===== config.mk =====
export PLATFORM = sky130hd
export DESIGN_NAME = exp_opcode_decoder
export DESIGN_NICKNAME = d
export VERILOG_FILES = /design/src/rtl/exp_dec_pkg.sv /design/src/rtl/exp_dec_classify.sv /design/src/rtl/exp_dec_index.sv /design/src/rtl/exp_dec_fields.sv /design/src/rtl/exp_dec_outreg.sv /design/src/rtl/exp_opcode_decoder.sv
export SDC_FILE = /design/constraint.sdc
export NUM_CORES = 1
export LEC_CHECK = 0
export BUFFER_PORTS_ARGS = -buffer_cell sky130_fd_sc_hd__buf_2
export CAP_MARGIN = 20
export CORE_MARGIN = 8
export CORE_UTILIZATION = 54
export DETAILED_ROUTE_END_ITERATION = 6
export PLACE_DENSITY = 0.84
export SKIP_CTS_REPAIR_TIMING = 1
export SYNTH_ARGS = -nofsm -noshare
export SYNTH_HDL_FRONTEND = slang
export SYNTH_SLANG_ARGS = --single-unit

===== constraint.sdc =====
create_clock -name clk -period 1.55 [get_ports clk]
set_input_delay 0.31 -clock clk [delete_from_list [all_inputs] [get_ports clk]]
set_output_delay 0.31 -clock clk [all_outputs]
set_load 0.01 [all_outputs]

===== src/rtl/exp_dec_pkg.sv =====
`timescale 1ns/1ps
package exp_dec_pkg;
  localparam int DEF_WORD_W     = 16;
  localparam int DEF_FIELD_W    = 4;
  localparam int DEF_NUM_FIELDS = 3;

  localparam int CNT_THREE = 15;
  localparam int CNT_TWO   = 14;
  localparam int CNT_ONE   = 31;
  localparam int CNT_ZERO  = 16;

  localparam int BASE_TWO  = CNT_THREE;
  localparam int BASE_ONE  = BASE_TWO + CNT_TWO;
  localparam int BASE_ZERO = BASE_ONE + CNT_ONE;
  localparam int TOTAL_OPS = BASE_ZERO + CNT_ZERO;
  localparam int DEF_IDX_W = $clog2(TOTAL_OPS);

  typedef enum logic [1:0] {
    FMT_THREE = 2'd0,
    FMT_TWO   = 2'd1,
    FMT_ONE   = 2'd2,
    FMT_ZERO  = 2'd3
  } fmt_e;
endpackage


===== src/rtl/exp_dec_classify.sv =====
`timescale 1ns/1ps
module exp_dec_classify
  import exp_dec_pkg::*;
#(
  parameter int WORD_W  = DEF_WORD_W,
  parameter int FIELD_W = DEF_FIELD_W
) (
  input  logic [WORD_W-1:FIELD_W] prefix,
  output logic [3:0]              class_hit,
  output fmt_e                    fmt,
  output logic                    illegal
);
  localparam int ALL1 = (1 << FIELD_W) - 1;

  logic [FIELD_W-1:0] nib0, nib1, nib2;
  logic esc_first, esc_wide, esc_full;

  assign nib0 = prefix[WORD_W-1 -: FIELD_W];
  assign nib1 = prefix[WORD_W-1-FIELD_W -: FIELD_W];
  assign nib2 = prefix[WORD_W-1-2*FIELD_W -: FIELD_W];

  // escape chain: each all-ones level lengthens the opcode
  assign esc_first = &nib0;
  assign esc_wide  = esc_first && (int'(nib1) >= ALL1 - 1);
  assign esc_full  = esc_first && (&nib1) && (&nib2);

  assign class_hit[0] = !esc_first;
  assign class_hit[1] = esc_first && !esc_wide;
  assign class_hit[2] = esc_wide && !esc_full;
  assign class_hit[3] = esc_full;

  always_comb begin
    if (class_hit[3])      fmt = FMT_ZERO;
    else if (class_hit[2]) fmt = FMT_ONE;
    else if (class_hit[1]) fmt = FMT_TWO;
    else                   fmt = FMT_THREE;
  end

  assign illegal = ($countones(class_hit) != 1);
endmodule


===== src/rtl/exp_dec_index.sv =====
`timescale 1ns/1ps
module exp_dec_index
  import exp_dec_pkg::*;
#(
  parameter int WORD_W  = DEF_WORD_W,
  parameter int FIELD_W = DEF_FIELD_W,
  parameter int IDX_W   = DEF_IDX_W
) (
  input  fmt_e              fmt,
  input  logic [WORD_W-1:0] word,
  output logic [IDX_W-1:0]  index
);
  localparam int ALL1 = (1 << FIELD_W) - 1;

  function automatic logic [IDX_W-1:0] dense_index(fmt_e f, logic [WORD_W-1:0] w);
    int n0, n1, n2, n3, r;
    n0 = int'(w[WORD_W-1 -: FIELD_W]);
    n1 = int'(w[WORD_W-1-FIELD_W -: FIELD_W]);
    n2 = int'(w[WORD_W-1-2*FIELD_W -: FIELD_W]);
    n3 = int'(w[FIELD_W-1:0]);
    case (f)
      FMT_THREE: r = n0;
      FMT_TWO:   r = BASE_TWO + n1;
      FMT_ONE:   r = (n1 == ALL1) ? BASE_ONE + ALL1 + 1 + n2 : BASE_ONE + n2;
      default:   r = BASE_ZERO + n3;
    endcase
    return IDX_W'(r);
  endfunction

  assign index = dense_index(fmt, word);
endmodule


===== src/rtl/exp_dec_fields.sv =====
`timescale 1ns/1ps
module exp_dec_fields
  import exp_dec_pkg::*;
#(
  parameter int WORD_W     = DEF_WORD_W,
  parameter int FIELD_W    = DEF_FIELD_W,
  parameter int NUM_FIELDS = DEF_NUM_FIELDS
) (
  input  fmt_e                            fmt,
  input  logic [WORD_W-1:0]               word,
  output logic [NUM_FIELDS*FIELD_W-1:0]   regs,
  output logic [NUM_FIELDS-1:0]           reg_vld
);
  localparam int CNT_W = $clog2(NUM_FIELDS + 1);

  logic [CNT_W-1:0] n_ops;
  assign n_ops = CNT_W'(NUM_FIELDS) - CNT_W'(fmt);

  function automatic logic [FIELD_W-1:0] pick(logic [WORD_W-1:0] w, int slot);
    logic [FIELD_W-1:0] v;
    v = '0;
    for (int j = 0; j < NUM_FIELDS; j++)
      if (j == slot) v = w[j*FIELD_W +: FIELD_W];
    return v;
  endfunction

  for (genvar k = 0; k < NUM_FIELDS; k++) begin : g_field
    logic used;
    assign used = (k < int'(n_ops));
    assign reg_vld[k] = used;
    assign regs[k*FIELD_W +: FIELD_W] = used ? pick(word, int'(n_ops) - 1 - k) : '0;
  end
endmodule


===== src/rtl/exp_dec_outreg.sv =====
`timescale 1ns/1ps
module exp_dec_outreg
  import exp_dec_pkg::*;
#(
  parameter int FIELD_W    = DEF_FIELD_W,
  parameter int NUM_FIELDS = DEF_NUM_FIELDS,
  parameter int IDX_W      = DEF_IDX_W
) (
  input  logic                          clk,
  input  logic                          rst_n,
  input  logic                          d_valid,
  input  fmt_e                          d_fmt,
  input  logic [IDX_W-1:0]              d_index,
  input  logic [NUM_FIELDS*FIELD_W-1:0] d_regs,
  input  logic [NUM_FIELDS-1:0]         d_reg_vld,
  input  logic                          d_illegal,
  output logic                          q_valid,
  output fmt_e                          q_fmt,
  output logic [IDX_W-1:0]              q_index,
  output logic [NUM_FIELDS*FIELD_W-1:0] q_regs,
  output logic [NUM_FIELDS-1:0]         q_reg_vld,
  output logic                          q_illegal
);
  always_ff @(posedge clk or negedge rst_n) begin
    if (!rst_n) begin
      q_valid   <= 1'b0;
      q_fmt     <= FMT_THREE;
      q_index   <= '0;
      q_regs    <= '0;
      q_reg_vld <= '0;
      q_illegal <= 1'b0;
    end else begin
      q_valid <= d_valid;
      if (d_valid) begin
        q_fmt     <= d_fmt;
        q_index   <= d_index;
        q_regs    <= d_regs;
        q_reg_vld <= d_reg_vld;
        q_illegal <= d_illegal;
      end
    end
  end
endmodule


===== src/rtl/exp_opcode_decoder.sv =====
`timescale 1ns/1ps
module exp_opcode_decoder
  import exp_dec_pkg::*;
#(
  parameter int WORD_W     = DEF_WORD_W,
  parameter int FIELD_W    = DEF_FIELD_W,
  parameter int NUM_FIELDS = DEF_NUM_FIELDS,
  parameter int IDX_W      = DEF_IDX_W
) (
  input  logic                          clk,
  input  logic                          rst_n,
  input  logic                          in_valid,
  input  logic [WORD_W-1:0]             in_word,
  output logic                          out_valid,
  output logic [1:0]                    out_fmt,
  output logic [IDX_W-1:0]              out_index,
  output logic [NUM_FIELDS*FIELD_W-1:0] out_regs,
  output logic [NUM_FIELDS-1:0]         out_reg_vld,
  output logic                          out_illegal
);
  logic [3:0]                    class_hit;
  fmt_e                          dec_fmt;
  logic                          dec_illegal;
  logic [IDX_W-1:0]              dec_index;
  logic [NUM_FIELDS*FIELD_W-1:0] dec_regs;
  logic [NUM_FIELDS-1:0]         dec_reg_vld;
  fmt_e                          q_fmt;

  exp_dec_classify #(.WORD_W(WORD_W), .FIELD_W(FIELD_W)) u_classify (
    .prefix    (in_word[WORD_W-1:FIELD_W]),
    .class_hit (class_hit),
    .fmt       (dec_fmt),
    .illegal   (dec_illegal)
  );

  exp_dec_index #(.WORD_W(WORD_W), .FIELD_W(FIELD_W), .IDX_W(IDX_W)) u_index (
    .fmt   (dec_fmt),
    .word  (in_word),
    .index (dec_index)
  );

  exp_dec_fields #(.WORD_W(WORD_W), .FIELD_W(FIELD_W), .NUM_FIELDS(NUM_FIELDS)) u_fields (
    .fmt     (dec_fmt),
    .word    (in_word),
    .regs    (dec_regs),
    .reg_vld (dec_reg_vld)
  );

  exp_dec_outreg #(.FIELD_W(FIELD_W), .NUM_FIELDS(NUM_FIELDS), .IDX_W(IDX_W)) u_outreg (
    .clk       (clk),
    .rst_n     (rst_n),
    .d_valid   (in_valid),
    .d_fmt     (dec_fmt),
    .d_index   (dec_index),
    .d_regs    (dec_regs),
    .d_reg_vld (dec_reg_vld),
    .d_illegal (dec_illegal),
    .q_valid   (out_valid),
    .q_fmt     (q_fmt),
    .q_index   (out_index),
    .q_regs    (out_regs),
    .q_reg_vld (out_reg_vld),
    .q_illegal (out_illegal)
  );

  assign out_fmt = q_fmt;
endmodule


Word-level counts from Yosys, hierarchy flattened
Index checks and enable logic that the tools add are counted.
{"block": "totals", "regBits": 26, "in_bits": 19, "output_inout_bits": 26}
{"block": "classes", "add_sub_neg": 11, "order_cmp": 4, "eq_ne": 10, "mux": 17, "n_reduce_logical": 15}
{"op": "2-bit by 32-bit equality test with 1-bit output, first input constant", "count": 3}
{"op": "3-bit by 32-bit equality test with 1-bit output, first input constant", "count": 3}
{"op": "32-bit logical NOT", "count": 3}
{"op": "4-bit two-way mux", "count": 12}
{"op": "32-bit adder", "count": 1}
{"op": "32-bit by 2-bit != test with 1-bit output, second input constant", "count": 1}
{"op": "32-bit by 2-bit subtractor with 32-bit output, second input constant", "count": 1}
{"op": "32-bit by 3-bit subtractor with 32-bit output, second input constant", "count": 1}
{"op": "7-bit case mux with 3 select lines", "count": 1}
{"op": "6-bit by 4-bit adder with 7-bit output, first input constant", "count": 2}
{"op": "4-bit AND reduction", "count": 3}
{"op": "7-bit two-way mux", "count": 1}
{"op": "5-bit by 4-bit adder with 6-bit output, first input constant", "count": 1}
{"op": "4-bit by 4-bit adder with 5-bit output, first input constant", "count": 1}
{"op": "1-bit logical AND", "count": 5}
{"op": "1-bit by 1-bit adder with 2-bit output", "count": 2}
{"op": "4-bit by 1-bit equality test with 1-bit output, second input constant", "count": 1}
{"op": "4-bit greater-or-equal comparator, second input constant", "count": 1}
{"op": "1-bit by 2-bit < comparator with 1-bit output, first input constant", "count": 2}
{"op": "2-bit two-way mux", "count": 2}
{"op": "1-bit logical NOT", "count": 3}
{"op": "2-bit by 1-bit subtractor with 3-bit output, second input constant", "count": 1}
{"op": "2-bit by 1-bit equality test with 1-bit output, second input constant", "count": 1}
{"op": "2-bit equality test, second input constant", "count": 1}
{"op": "other kinds (4)", "count": 4}

Logic depth before layout (Yosys ltp)
Gate-level depths: netlist (run 1).
{"block": "logic_depth", "ltp_word": 15, "mapped_depth": 7, "ltp_nobuf": 6}

By module
Synthesis (run 1) repeated with hierarchy kept, for this count alone.
{"block": "unflattened", "hier_cells": 134, "hier_area_um2": 1686.6}
{"mod": "exp_dec_outreg", "n_inst": 1, "cells_per_inst": 54, "area_per_inst_um2": 1058.5, "seq_area_each_um2": 650.6}
{"mod": "exp_dec_index", "n_inst": 1, "cells_per_inst": 38, "area_per_inst_um2": 316.6, "seq_area_each_um2": 0.0}
{"mod": "exp_dec_fields", "n_inst": 1, "cells_per_inst": 29, "area_per_inst_um2": 220.2, "seq_area_each_um2": 0.0}
{"mod": "exp_dec_classify", "n_inst": 1, "cells_per_inst": 13, "area_per_inst_um2": 91.3, "seq_area_each_um2": 0.0}

Worst setup path after synthesis (run 1)
No wires, ideal clock.
{"block": "synth_timing", "path_kind": "input to register", "from": "input in_word[8]", "to": "register u_outreg.q_regs[2]", "arrival_time_ns": 1.464, "t_required_ns": 1.413, "slack_ns": -0.051, "path_stages": 6, "path_cell_list": "inv_1 -> ha_1 -> o211ai_1 -> mux2_2 -> a22oi_1 -> a21oi_1"}
{"block": "synth_between", "elab_chain_cells": 14}
{"element": "start, declared", "line_no": "exp_opcode_decoder.sv:13", "source": "input logic [WORD_W-1:0] in_word,"}
{"element": "4-bit greater-or-equal comparator or 4-bit AND reduction (tied branches)", "line_no": "exp_dec_classify.sv:24, exp_dec_classify.sv:25"}
{"element": "1-bit logical AND (on tied branches)", "line_no": "exp_dec_classify.sv:24, exp_dec_classify.sv:25"}
{"element": "1-bit logical NOT or 1-bit logical AND (tied branches)", "line_no": "exp_dec_classify.sv:28, exp_dec_classify.sv:25"}
{"element": "1-bit logical AND or 1-bit logical NOT (tied branches)", "line_no": "exp_dec_classify.sv:28, exp_dec_classify.sv:29"}
{"element": "1-bit two-way mux or 1-bit logical AND (tied branches)", "line_no": "exp_dec_classify.sv:35, exp_dec_classify.sv:29"}
{"element": "2-bit two-way mux", "line_no": "exp_dec_classify.sv:34", "source": "else if (class_hit[2]) fmt = FMT_ONE;"}
{"element": "2-bit two-way mux (*)", "line_no": "exp_dec_classify.sv:33", "source": "if (class_hit[3]) fmt = FMT_ZERO;"}
{"element": "2-bit subtractor (*)", "line_no": "exp_dec_fields.sv:17", "source": "assign n_ops = CNT_W'(NUM_FIELDS) - CNT_W'(fmt);"}
{"element": "2-bit by 1-bit subtractor with 3-bit output", "line_no": "exp_dec_fields.sv:31", "source": "assign regs[k*FIELD_W +: FIELD_W] = used ? pick(word, int'(n_ops) - 1 - k) : '0;"}
{"element": "32-bit logical NOT", "line_no": "exp_dec_fields.sv:23", "source": "if (j == slot) v = w[j*FIELD_W +: FIELD_W];"}
{"element": "4-bit two-way mux (3 in a row)", "line_no": "exp_dec_fields.sv:23"}
{"element": "4-bit two-way mux (*)", "line_no": "exp_dec_fields.sv:31"}
{"element": "end signal, assigned", "line_no": "exp_dec_outreg.sv:37", "source": "q_regs <= d_regs;"}
{"element": "end, declared", "line_no": "exp_dec_outreg.sv:20", "source": "output logic [NUM_FIELDS*FIELD_W-1:0] q_regs,"}
Mark *: on every way between the ends. The rest lies on a longest branch, timed or not.
A chain may end at the register's enable or synchronous reset.

Final worst setup path (run 1)
{"block": "layout_timing", "from": "input in_word[5]", "to": "register u_outreg.q_regs[7]"}
{"block": "layout_between", "elab_chain_cells": 14}
{"element": "4-bit AND reduction (*)", "line_no": "exp_dec_classify.sv:25", "source": "assign esc_full = esc_first && (&nib1) && (&nib2);"}
{"element": "1-bit logical AND (*)", "line_no": "exp_dec_classify.sv:25"}
{"element": "1-bit logical NOT", "line_no": "exp_dec_classify.sv:29", "source": "assign class_hit[2] = esc_wide && !esc_full;"}
{"element": "1-bit logical AND", "line_no": "exp_dec_classify.sv:29"}
{"element": "2-bit two-way mux", "line_no": "exp_dec_classify.sv:34"}
{"element": "2-bit two-way mux (*)", "line_no": "exp_dec_classify.sv:33"}
{"element": "2-bit subtractor (*)", "line_no": "exp_dec_fields.sv:17"}
{"element": "2-bit by 1-bit subtractor with 3-bit output", "line_no": "exp_dec_fields.sv:31"}
{"element": "32-bit by 2-bit subtractor with 32-bit output", "line_no": "exp_dec_fields.sv:31"}
{"element": "32-bit logical NOT", "line_no": "exp_dec_fields.sv:23"}
{"element": "4-bit two-way mux (3 in a row)", "line_no": "exp_dec_fields.sv:23"}
{"element": "4-bit two-way mux (*)", "line_no": "exp_dec_fields.sv:31"}
Marks and branches as above.

==> impl_metrics.tcl, run 1 <==
set metrics [dict create \
    core_area_mm2 0.00266 \
    clk_latency_ns 0.34 \
    synth_nets 178 \
    cts.sinks 26 \
    nFillCells 207 \
    internal_power_uw 1130 \
    dr.pass1.iters 4 \
    drc 0 \
    r2r_end "u_outreg.q_index[3]$_DFFE_PN0P_" \
    grt_pass1_vias 1348 \
    setup.worst_path.end "u_outreg.q_regs[7]$_DFFE_PN0P_" \
    critical_path_class "input pin to flip-flop" \
    diodes 0 \
    synth_edf_count 0 \
    rr_worst_depth 3 \
    antenna_found_initial 0 \
    whs_ns 0.245 \
    yosys.area.top_type "dfrtp_1" \
    ys.flop_type "dfrtp_1" \
    multi_input_area_um2 703 \
    finalNetCount 238 \
    worstMarginPinSlew_ns 0.585 \
    drtIter0Drc 78 \
    power.total_uw 1540 \
    drv_cap 0 \
    wl_per_cell_um 15.6 \
    status "finished, final reports clean" \
    finalClockSkew_ns 0 \
    synth.avg_cell_area_um2 9.46 \
    cp_max_fo 11 \
    dp_hpwl_mm 2.92 \
    critPathLaunch "in_word[5]" \
    cts_tree "built" \
    die_w_um 67.9 \
    htreeDepth 1 \
    worst_setup_path_end_kind "flip-flop" \
    die_h_um 67.9 \
    power_density_mw_per_mm2 819 \
    yosys_warnings 0 \
    async_reset_ff_share_pct 100 \
    finalInstanceArea_mm2 0.00189 \
    drive_gt1_share_pct 35.2 \
    hold_viol_final 0 \
    cp.required_ns 1.76 \
    initial_utilization_pct 54.7 \
    pwr-share-clk_pct 30.9 \
    synth_cell_types 37 \
    p_sw_uw 419 \
    seqCellArea_um2 651 \
    setup_viol_count_final 0 \
    peakVddDrop_mv 0.705 \
    cts-root-buf "clkbuf_4" \
    portBuffers 44 \
    place.gp.congestion 0.912 \
    vias 1369 \
    syn-instance-count 154 \
    synth_seq_cells 26 \
    slew_violations 0 \
    slew_headroom_pct 61.0 \
    clk_transition_reported_paths_ns 0.15 \
    grt_start_max_net_pins 35 \
    die_area_mm2 0.00461 \
    synth_top_area_share_pct 44.7 \
    placed_area_mm2 0.00182 \
    hp-class "input pin to flip-flop" \
    start_kind "input pin" \
    via_per_inst 5.61 \
    grt_usage_pct 17.5 \
    reg2reg_from "u_outreg.q_index[3]$_DFFE_PN0P_" \
    period_share_pct 87.2 \
    numCtsBuffers 3 \
    clock.fmax_ghz 0.740 \
    drtAntennaViolNets 0 \
    io_pins 45 \
    sequentialPowerShare_pct 48.3 \
    ys_seq_area_share_pct 44.7 \
    rsz0062_at_grt "no" \
    p_sw_share_pct 27.1 \
    combPwrFrac_pct 20.7 \
    fin_crit_ns 1.35 \
    syn_to_final_growth_pct 29.5 \
    fp-row-count 19 \
    gr-total-overflow 0 \
    netlist_area_mm2 0.00146 \
    grt_pass1_wl_mm 6.21 \
    drt-total-wl_mm 3.81 \
    synthTopCellsByArea "dfrtp_1 (45%), mux2i_1 (5.5%), inv_1 (4.6%), ha_1 (4.3%), a21oi_1 (4.1%)" \
    p_leak_uw 0.000903 \
    clk_path_buf_depth 2 \
    ff2ff_setup_slack_ns 0.71 \
    arrival_ns 1.57 \
]
-- critical path, stage by stage --
cell and delay, ns:
buf_2 0.10, ha_1 0.21, nand3_1 0.17, o21a_1 0.22
buf_4 0.18, a32oi_1 0.25, a21oi_1 0.12
-- cells in the mapped netlist, drive strengths merged, types with 2 or more instances --
master	n
dfrtp	26
inv	18
nor2	14
a21oi	12
o21ai	11
nand3	9
mux2i	8
clkbuf	6
ha	5
a22oi	4
a32oi	4
a31oi	3
buf	3
mux2	3
xnor2	3
a31o	2
and2	2
nand2	2
nor3	2
o211ai	2
o21a	2
o221ai	2
-- registers in the layout, indices dropped and copies added (netlist names) --
name and cells:
u_outreg.q_fmt 2, u_outreg.q_index 7, u_outreg.q_valid 1, u_outreg.q_reg_vld 3, u_outreg.q_regs 12, u_outreg.q_illegal 1
-- layout make-up --
cell class	count	share of cell area, %
tap	31	2.06
sequential	26	34.5
timing repair buffer	64	19.8
clock inverter	1	1.59
clock buffer	3	1.19
inverter	18	3.58
multi-input combinational	101	37.3
-- metal layers --
| metal | up-vias | routed length, µm | GRT usage, % |
|---|---|---|---|
| met3 | 9 | 194 | 2.45 |
| met4 | 0 | 113 | 9.21 |
| met5 | - | 0 | 0 |
| li1 | 673 | - | - |
| met2 | 40 | 1830 | 28.1 |
| met1 | 647 | 1670 | 22.5 |
-- cell families after synthesis --
kind of cell               after synthesis  synth area share (%)
AOI/OAI and AO/OA                       47                  21.1
and+or+nand+nor                         34                  12.5
buffers and inverters                   27                  7.22
DFF                                     26                  44.7
muxes                                   11                  7.82
adders and majority gates                5                  4.30
xor gates and xnor gates                 4                  2.41
-- placed cells by master, fill, tap and decap left out, types with 2 or more instances in the layout --
master	synthesis	final
o21ai_0	11	11
a21oi_1	12	12
ha_1	5	4
clkbuf_4	0	3
buf_4	0	19
a31oi_1	3	3
nor2_1	14	14
xnor2_1	3	3
dfrtp_1	26	26
a31o_2	2	2
o221ai_1	2	2
and2_1	2	2
mux2_2	3	3
nand3_1	8	8
nand2_1	2	2
a32oi_1	4	4
a22oi_1	4	4
inv_1	18	18
buf_2	2	44
o211ai_1	2	2
o21a_1	2	2
mux2i_1	8	8
-- stage by stage --
step                util, %  TNS, ns  setup WS [ns]  cells
detailed placement     68.5   -0.878         -0.115    239
CTS                    70.4        0          0.220    243
floorplan                 -        0         0.0120    154
global route           70.8        0          0.156    244
global placement       68.5   -0.520        -0.0816    239
finish                 70.8        0          0.198    244
-- how the worst min path moves through the flow --
stage / to / depth (start not counted) / startpoint / slack (ns)
after global routing: u_outreg.q_regs[11]$_DFFE_PN0P_ / 3 / in_word[3] / 0.24
after global placement: u_outreg.q_index[2]$_DFFE_PN0P_ / 1 / rst_n / 0.33
after floorplan: u_outreg.q_fmt[0]$_DFFE_PN0P_ / 0 / rst_n / 0.01
after CTS: u_outreg.q_index[2]$_DFFE_PN0P_ / 1 / rst_n / -0.03
after detailed placement: u_outreg.q_index[2]$_DFFE_PN0P_ / 1 / rst_n / 0.35
final: u_outreg.q_regs[11]$_DFFE_PN0P_ / 3 / in_word[3] / 0.25
-- power groups by stage --
stage,Combinational [µW],Sequential (µW),Clock [µW]
finish,320,746,478
global route,354,753,515
CTS,320,747,482
detailed placement,318,760,0
global placement,311,757,0
floorplan,137,784,0
(Power assumes the default switching activity.)
==> run 2: changes to the inputs <==
--- a/config.mk
+++ b/config.mk
@@ -5,10 +5,11 @@
 export SDC_FILE = /design/constraint.sdc
 export NUM_CORES = 1
 export LEC_CHECK = 0
+export ABC_AREA = 1
 export BUFFER_PORTS_ARGS = -buffer_cell sky130_fd_sc_hd__buf_2
 export CAP_MARGIN = 20
 export CORE_MARGIN = 8
-export CORE_UTILIZATION = 54
+export CORE_UTILIZATION = 55
 export DETAILED_ROUTE_END_ITERATION = 6
 export PLACE_DENSITY = 0.84
 export SKIP_CTS_REPAIR_TIMING = 1
==> run 2 against run 1 <==
First-iteration DRC count grew 32%; count of clock-buffer cells in the layout unchanged; sequential cell count did not move; sequential share of layout area down 1.2 points; area after synthesis up 9.5%; worst setup slack better by 0.12 ns; via count grew 17%; global-route usage fell by 0.77 points; critical endpoint is now u_outreg.q_index[3]$_DFFE_PN0P_; largest power group unchanged.
==> impl_metrics.tcl, run 2 <==
set metrics [dict create \
    die_w_um 69.9 \
    drtAntennaViolNets 0 \
    period_share_pct 79.6 \
    setup_slack_ns 0.316 \
    hold_viol_final 0 \
    final.setup.tns_ns 0 \
    hp-class "input pin to flip-flop" \
    critPathLaunch "in_word[4]" \
    grt_pass1_wl_mm 7.05 \
    numCtsBuffers 3 \
    hold_start "in_valid" \
    drt-total-wl_mm 4.13 \
    die_h_um 69.9 \
    synth_nets 251 \
    grt_start_max_net_pins 27 \
    diodes 0 \
    worst_path_most_repeated_cell "nand2_1" \
    setup_viol_count_final 0 \
    synth_cell_types 22 \
    clock.fmax_ghz 0.811 \
    sequentialPowerShare_pct 48.6 \
    synth_top_cells_by_count "nand2_1 (88), dfrtp_1 (26), inv_1 (24)" \
    drtIter0Drc 103 \
    worst_setup_path_end_kind "flip-flop" \
    grt_pass1_vias 1609 \
    synth.avg_cell_area_um2 7.03 \
    finalClockSkew_ns 0 \
    drive_gt1_share_pct 25.4 \
    critical_path.max_stage_delay_ns 0.21 \
    power_density_mw_per_mm2 799 \
    arrival_ns 1.50 \
    yosys.area.top_type "dfrtp_1" \
    cp.required_ns 1.82 \
    drv_cap 0 \
    die_area_mm2 0.00488 \
    internal_power_uw 1130 \
    synthTopCellsByArea "dfrtp_1 (41%), nand2_1 (21%), nand3_1 (6.0%), inv_1 (5.6%), nor2_1 (5.2%)" \
    synth_edf_count 0 \
    clk_transition_reported_paths_ns 0.14 \
    cts_tree "built" \
    grt_usage_pct 16.8 \
    cts-root-buf "clkbuf_4" \
    pwr-share-clk_pct 29.6 \
    top_regs "u_outreg.q_regs (12), u_outreg.q_index (7), u_outreg.q_reg_vld (3)" \
    clk_path_buf_depth 2 \
    via_per_inst 5.16 \
    reg2reg_from "u_outreg.q_index[4]$_DFFE_PN0P_" \
    ys.flop_type "dfrtp_1" \
    synth_top_area_share_pct 40.8 \
    p_sw_uw 435 \
    ys_seq_area_share_pct 40.8 \
    yosysMostFrequentCell "nand2_1" \
    crit_family "simple AND/OR/NAND/NOR gates" \
    clk_latency_ns 0.32 \
    largest_reg_flops 12 \
    drc 0 \
    fin_crit_ns 1.23 \
    fin_util_pct 70.9 \
    p_leak_uw 0.00111 \
    layout_commonest_cell "nand2_1" \
    fp-row-count 19 \
    largest_register "u_outreg.q_regs" \
    htreeDepth 1 \
    vias 1605 \
    wl_per_cell_um 13.3 \
    worstPathCellList "buf_2, ha_1, nand2_1, nor2_2, nand3_2, buf_4, nand2_1, nor2_1, nand2_1, nand2_1, nand2_1" \
    syn_to_final_growth_pct 22.6 \
    status "finished, final reports clean" \
    syn-instance-count 227 \
    gr-total-overflow 0 \
    antenna_found_initial 0 \
    cts.sinks 26 \
    cp_max_fo 7 \
    slew_headroom_pct 63.4 \
    peakVddDrop_mv 0.714 \
    async_reset_ff_share_pct 100 \
    initial_utilization_pct 57.8 \
    dp_hpwl_mm 3.26 \
    critical_path_class "input pin to flip-flop" \
    post-place-ws_ns 0.0136 \
    slowest_stage "buf_4" \
    portBuffers 44 \
    place.gp.congestion 0.927 \
    rsz0062_at_grt "no" \
    slew_violations 0 \
    combPwrFrac_pct 21.8 \
    core_area_mm2 0.00276 \
    io_pins 45 \
    worstMarginPinSlew_ns 0.548 \
    dr.pass1.iters 4 \
    netlist_area_mm2 0.00160 \
    path_buf_inv 2 \
    layout_common_cells "nand2_1 (88), buf_2 (44), dfrtp_1 (26), inv_1 (24), nor2_1 (22)" \
    synth_seq_cells 26 \
    p_sw_share_pct 27.9 \
    finalNetCount 305 \
    yosys_warnings 0 \
    start_kind "input pin" \
]
==> run 2: cell count changes after synthesis, sizes merged, moves of 3 or more <==
cell,before,now
a21oi,12,6
a31oi,3,0
a22oi,4,0
nand3,9,21
nand2,2,91
a32oi,4,0
nor2,14,28
mux2,3,0
inv,18,24
mux2i,8,0
clkbuf,6,3
==> run 2: final timing paths <==
kind | slack, ns | cells after the start | to
min in group asynchronous | 0.49 | 2 | u_outreg.q_index[4]$_DFFE_PN0P_
hold / removal | 0.23 | 1 | u_outreg.q_valid$_DFF_PN0_
setup / recovery | 0.32 | 11 | u_outreg.q_index[3]$_DFFE_PN0P_
hold reg to reg | 0.49 | 2 | u_outreg.q_reg_vld[2]$_DFFE_PN0P_
setup reg to reg | 0.83 | 2 | u_outreg.q_index[4]$_DFFE_PN0P_
max in group asynchronous | 0.69 | 2 | u_outreg.q_regs[0]$_DFFE_PN0P_
==> run 2: final cells by class <==
| class | count | area (µm²) |
|---|---|---|
| clock buffer | 3 | 22.5 |
| inverter | 24 | 90.1 |
| multi-input combinational | 170 | 811 |
| timing repair buffer | 56 | 313 |
| sequential | 26 | 651 |
| tap | 31 | 38.8 |
| fill | 251 | 802 |
| clock inverter | 1 | 30.0 |
==> run 2: power groups by stage <==
stage | sequential, µW | clock (µW) | combinational [µW]
finish | 760 | 462 | 340
CTS | 760 | 469 | 342
detailed placement | 773 | 0 | 340
global placement | 773 | 0 | 333
global route | 766 | 504 | 385
floorplan | 803 | 0 | 150
==> run 2: metrics by stage <==
stage	total power [µW]	hold WS (ns)	cell area (µm²)	instances
final	1560	0.233	1960	311
after global placement	1110	0.330	1890	306
after floorplan	952	0.0144	1600	227
after CTS	1570	-0.0259	1950	310
after global routing	1650	0.210	1960	311
after detailed placement	1110	0.327	1890	306
==> run 2: kinds of logic (layout without fill, tap and decap cells) <==
logic type | Yosys count | count (layout) | synth area share, %
adder cells (fa/ha/maj) | 5 | 5 | 3.92
AO/OA/AOI/OAI | 22 | 22 | 7.37
flip-flops | 26 | 26 | 40.8
buffers and inverters | 31 | 84 | 8.39
XOR/XNOR | 2 | 2 | 1.10
AND/OR/NAND/NOR | 141 | 141 | 38.4
==> run 2: routing by layer <==
layer	vias up	wire, µm	track usage (%)
met5	-	0	0
met4	0	111	5.58
met3	16	404	5.51
met2	73	1870	26.7
met1	708	1750	20.8
li1	808	-	-
==> run 3: changes to the inputs <==
--- a/config.mk
+++ b/config.mk
@@ -9,9 +9,9 @@
 export BUFFER_PORTS_ARGS = -buffer_cell sky130_fd_sc_hd__buf_2
 export CAP_MARGIN = 20
 export CORE_MARGIN = 8
-export CORE_UTILIZATION = 55
+export CORE_UTILIZATION = 47
 export DETAILED_ROUTE_END_ITERATION = 6
-export PLACE_DENSITY = 0.84
+export PLACE_DENSITY = 0.76
 export SKIP_CTS_REPAIR_TIMING = 1
 export SYNTH_ARGS = -nofsm -noshare
 export SYNTH_HDL_FRONTEND = slang
==> constraint.sdc (replaced) <==
create_clock -name clk -period 1.1 [get_ports clk]
set_input_delay 0.22 -clock clk [delete_from_list [all_inputs] [get_ports clk]]
set_output_delay 0.22 -clock clk [all_outputs]
set_load 0.01 [all_outputs]
==> run 3 against run 2 <==
The run now ends with negative setup slack left; clock power rose by 40%; clock skew is the same; die area up 13%; non-clock buffer count rose by 27; critical path type is now flip-flop to primary output; via count increased by 5.8%; register-to-register slack got worse by 0.51 ns; core utilization fell by 0.74 points; combinational power is 81% higher; largest cell class unchanged; largest power group unchanged; global-route usage down 0.90 points; routed wire length increased by 6.7%; critical endpoint is now out_reg_vld[2].
==> impl_metrics.tcl, run 3 (same netlist as run 2, synthesis figures left out) <==
set metrics [dict create \
    htreeDepth 1 \
    status "complete, but fails checks" \
    numCtsBuffers 3 \
    antenna_found_initial 0 \
    p_sw_uw 654 \
    cp.required_ns 0.88 \
    slew_violations 0 \
    post-place-ws_ns -0.366 \
    layout_common_cells "nand2_1 (85), buf_2 (39), buf_4 (38), dfrtp_1 (26)" \
    critical_path.max_stage_delay_ns 0.41 \
    die_h_um 74.3 \
    cp_max_fo 2 \
    grt_usage_pct 15.9 \
    finalClockSkew_ns 0 \
    nFillCells 274 \
    top_regs "u_outreg.q_regs (12), u_outreg.q_index (7), u_outreg.q_reg_vld (3)" \
    p_sw_share_pct 28.0 \
    drt-total-wl_mm 4.41 \
    setup_slack_ns -0.00838 \
    drtAntennaViolNets 0 \
    worst_setup_path_end_kind "primary output" \
    period_share_pct 101 \
    worstPathCellList "buf_2" \
    hp-class "input pin to flip-flop" \
    cts-root-buf "clkbuf_4" \
    wl_per_cell_um 12.5 \
    combPwrFrac_pct 26.4 \
    setup_viol_count_final 3 \
    sequentialPowerShare_pct 45.9 \
    cts.sinks 26 \
    clk_path_buf_depth 2 \
    drv_cap 0 \
    rsz0062_at_grt "yes" \
    crit_family "flip-flops" \
    start_kind "flip-flop" \
    pwr-share-clk_pct 27.7 \
    arrival_ns 0.89 \
    clock.fmax_ghz 0.902 \
    worstMarginPinSlew_ns 0.315 \
    clk_latency_ns 0.31 \
    cts_tree "built" \
    power_density_mw_per_mm2 1010 \
    final.setup.tns_ns -0.0164 \
    finalNetCount 333 \
    hold_viol_final 0 \
    largest_register "u_outreg.q_regs" \
    fp-row-count 21 \
    drive_gt1_share_pct 37.0 \
    internal_power_uw 1690 \
    violations "negative setup slack" \
    syn_to_final_growth_pct 45.6 \
    grt_pass1_wl_mm 6.84 \
    vias 1698 \
    clk_transition_reported_paths_ns 0.14 \
    portBuffers 44 \
    drc 0 \
    drtIter0Drc 79 \
    p_leak_uw 0.00127 \
    grt_start_max_net_pins 27 \
    die_area_mm2 0.00551 \
    die_w_um 74.3 \
    path_buf_inv 1 \
    io_pins 45 \
    diodes 0 \
    core_area_mm2 0.00331 \
    initial_utilization_pct 48.2 \
    peakVddDrop_mv 0.624 \
    fin_crit_ns 1.11 \
    dr.pass1.iters 4 \
    dp_hpwl_mm 3.39 \
    largest_reg_flops 12 \
    grt_pass1_vias 1536 \
    slew_headroom_pct 79.0 \
    gr-total-overflow 0 \
    layout_commonest_cell "nand2_1" \
    place.gp.congestion 0.904 \
    critical_path_class "flip-flop to primary output" \
    via_per_inst 4.80 \
    slowest_stage "dfrtp_1" \
    whs_ns 0.201 \
]
[run 3: changes by cell type in the layout (fill, tap and decap cells not counted), sizes merged]
cell      change
clkinvlp      +1
buf          +26
nor2          +1
clkbuf        +1
inv           -1
[run 3: layout make-up]
cell class | instances | area (µm²) | share of cell area (%)
timing repair buffer | 83 | 543 | 23.4
multi-input combinational | 171 | 926 | 39.8
clock inverter | 1 | 30.0 | 1.29
tap | 46 | 57.6 | 2.48
inverter | 24 | 93.8 | 4.04
sequential | 26 | 651 | 28.0
clock buffer | 3 | 22.5 | 0.969
[run 3: power by group through the flow]
stage          Combinational, µW  Clock (µW)  Sequential, µW
2_1_floorplan                225           0            1130
3_3_place_gp                 542           0            1090
3_5_place_dp                 550           0            1090
4_1_cts                      554         662            1070
5_1_grt                      684         693            1090
6_report                     617         647            1070
[run 3: stage by stage]
stage	std cells	cell area [µm²]	power [µW]	utilization, %
global placement	341	2120	1630	64.1
CTS	345	2180	2290	65.7
detailed placement	341	2120	1640	64.1
finish	354	2320	2340	70.2
floorplan	227	1660	1360	-
global route	354	2320	2460	70.2
[run 3: metal layers]
layer,GRT usage [%],vias up,part of all wire [%]
li1,-,866,-
met1,19.9,748,45
met2,26.8,74,48
met3,3.50,10,6.5
met4,4.13,0,1.3
met5,0,-,0
[run 3: worst paths after layout]
kind                                                   start                         endpoint  slack (ns)  depth (start not counted)
hold reg to reg                u_outreg.q_fmt[1]$_DFFE_PN0P_    u_outreg.q_fmt[1]$_DFFE_PN0P_        0.49                          1
min in group asynchronous                              rst_n  u_outreg.q_regs[10]$_DFFE_PN0P_        0.39                          3
max in group asynchronous                              rst_n   u_outreg.q_regs[9]$_DFFE_PN0P_        0.46                          3
setup / recovery           u_outreg.q_reg_vld[2]$_DFFE_PN0P_                   out_reg_vld[2]      -0.008                          1
setup reg to reg             u_outreg.q_regs[10]$_DFFE_PN0P_  u_outreg.q_regs[10]$_DFFE_PN0P_        0.32                          3
hold / removal                                    in_word[1]   u_outreg.q_regs[9]$_DFFE_PN0P_        0.20                          3
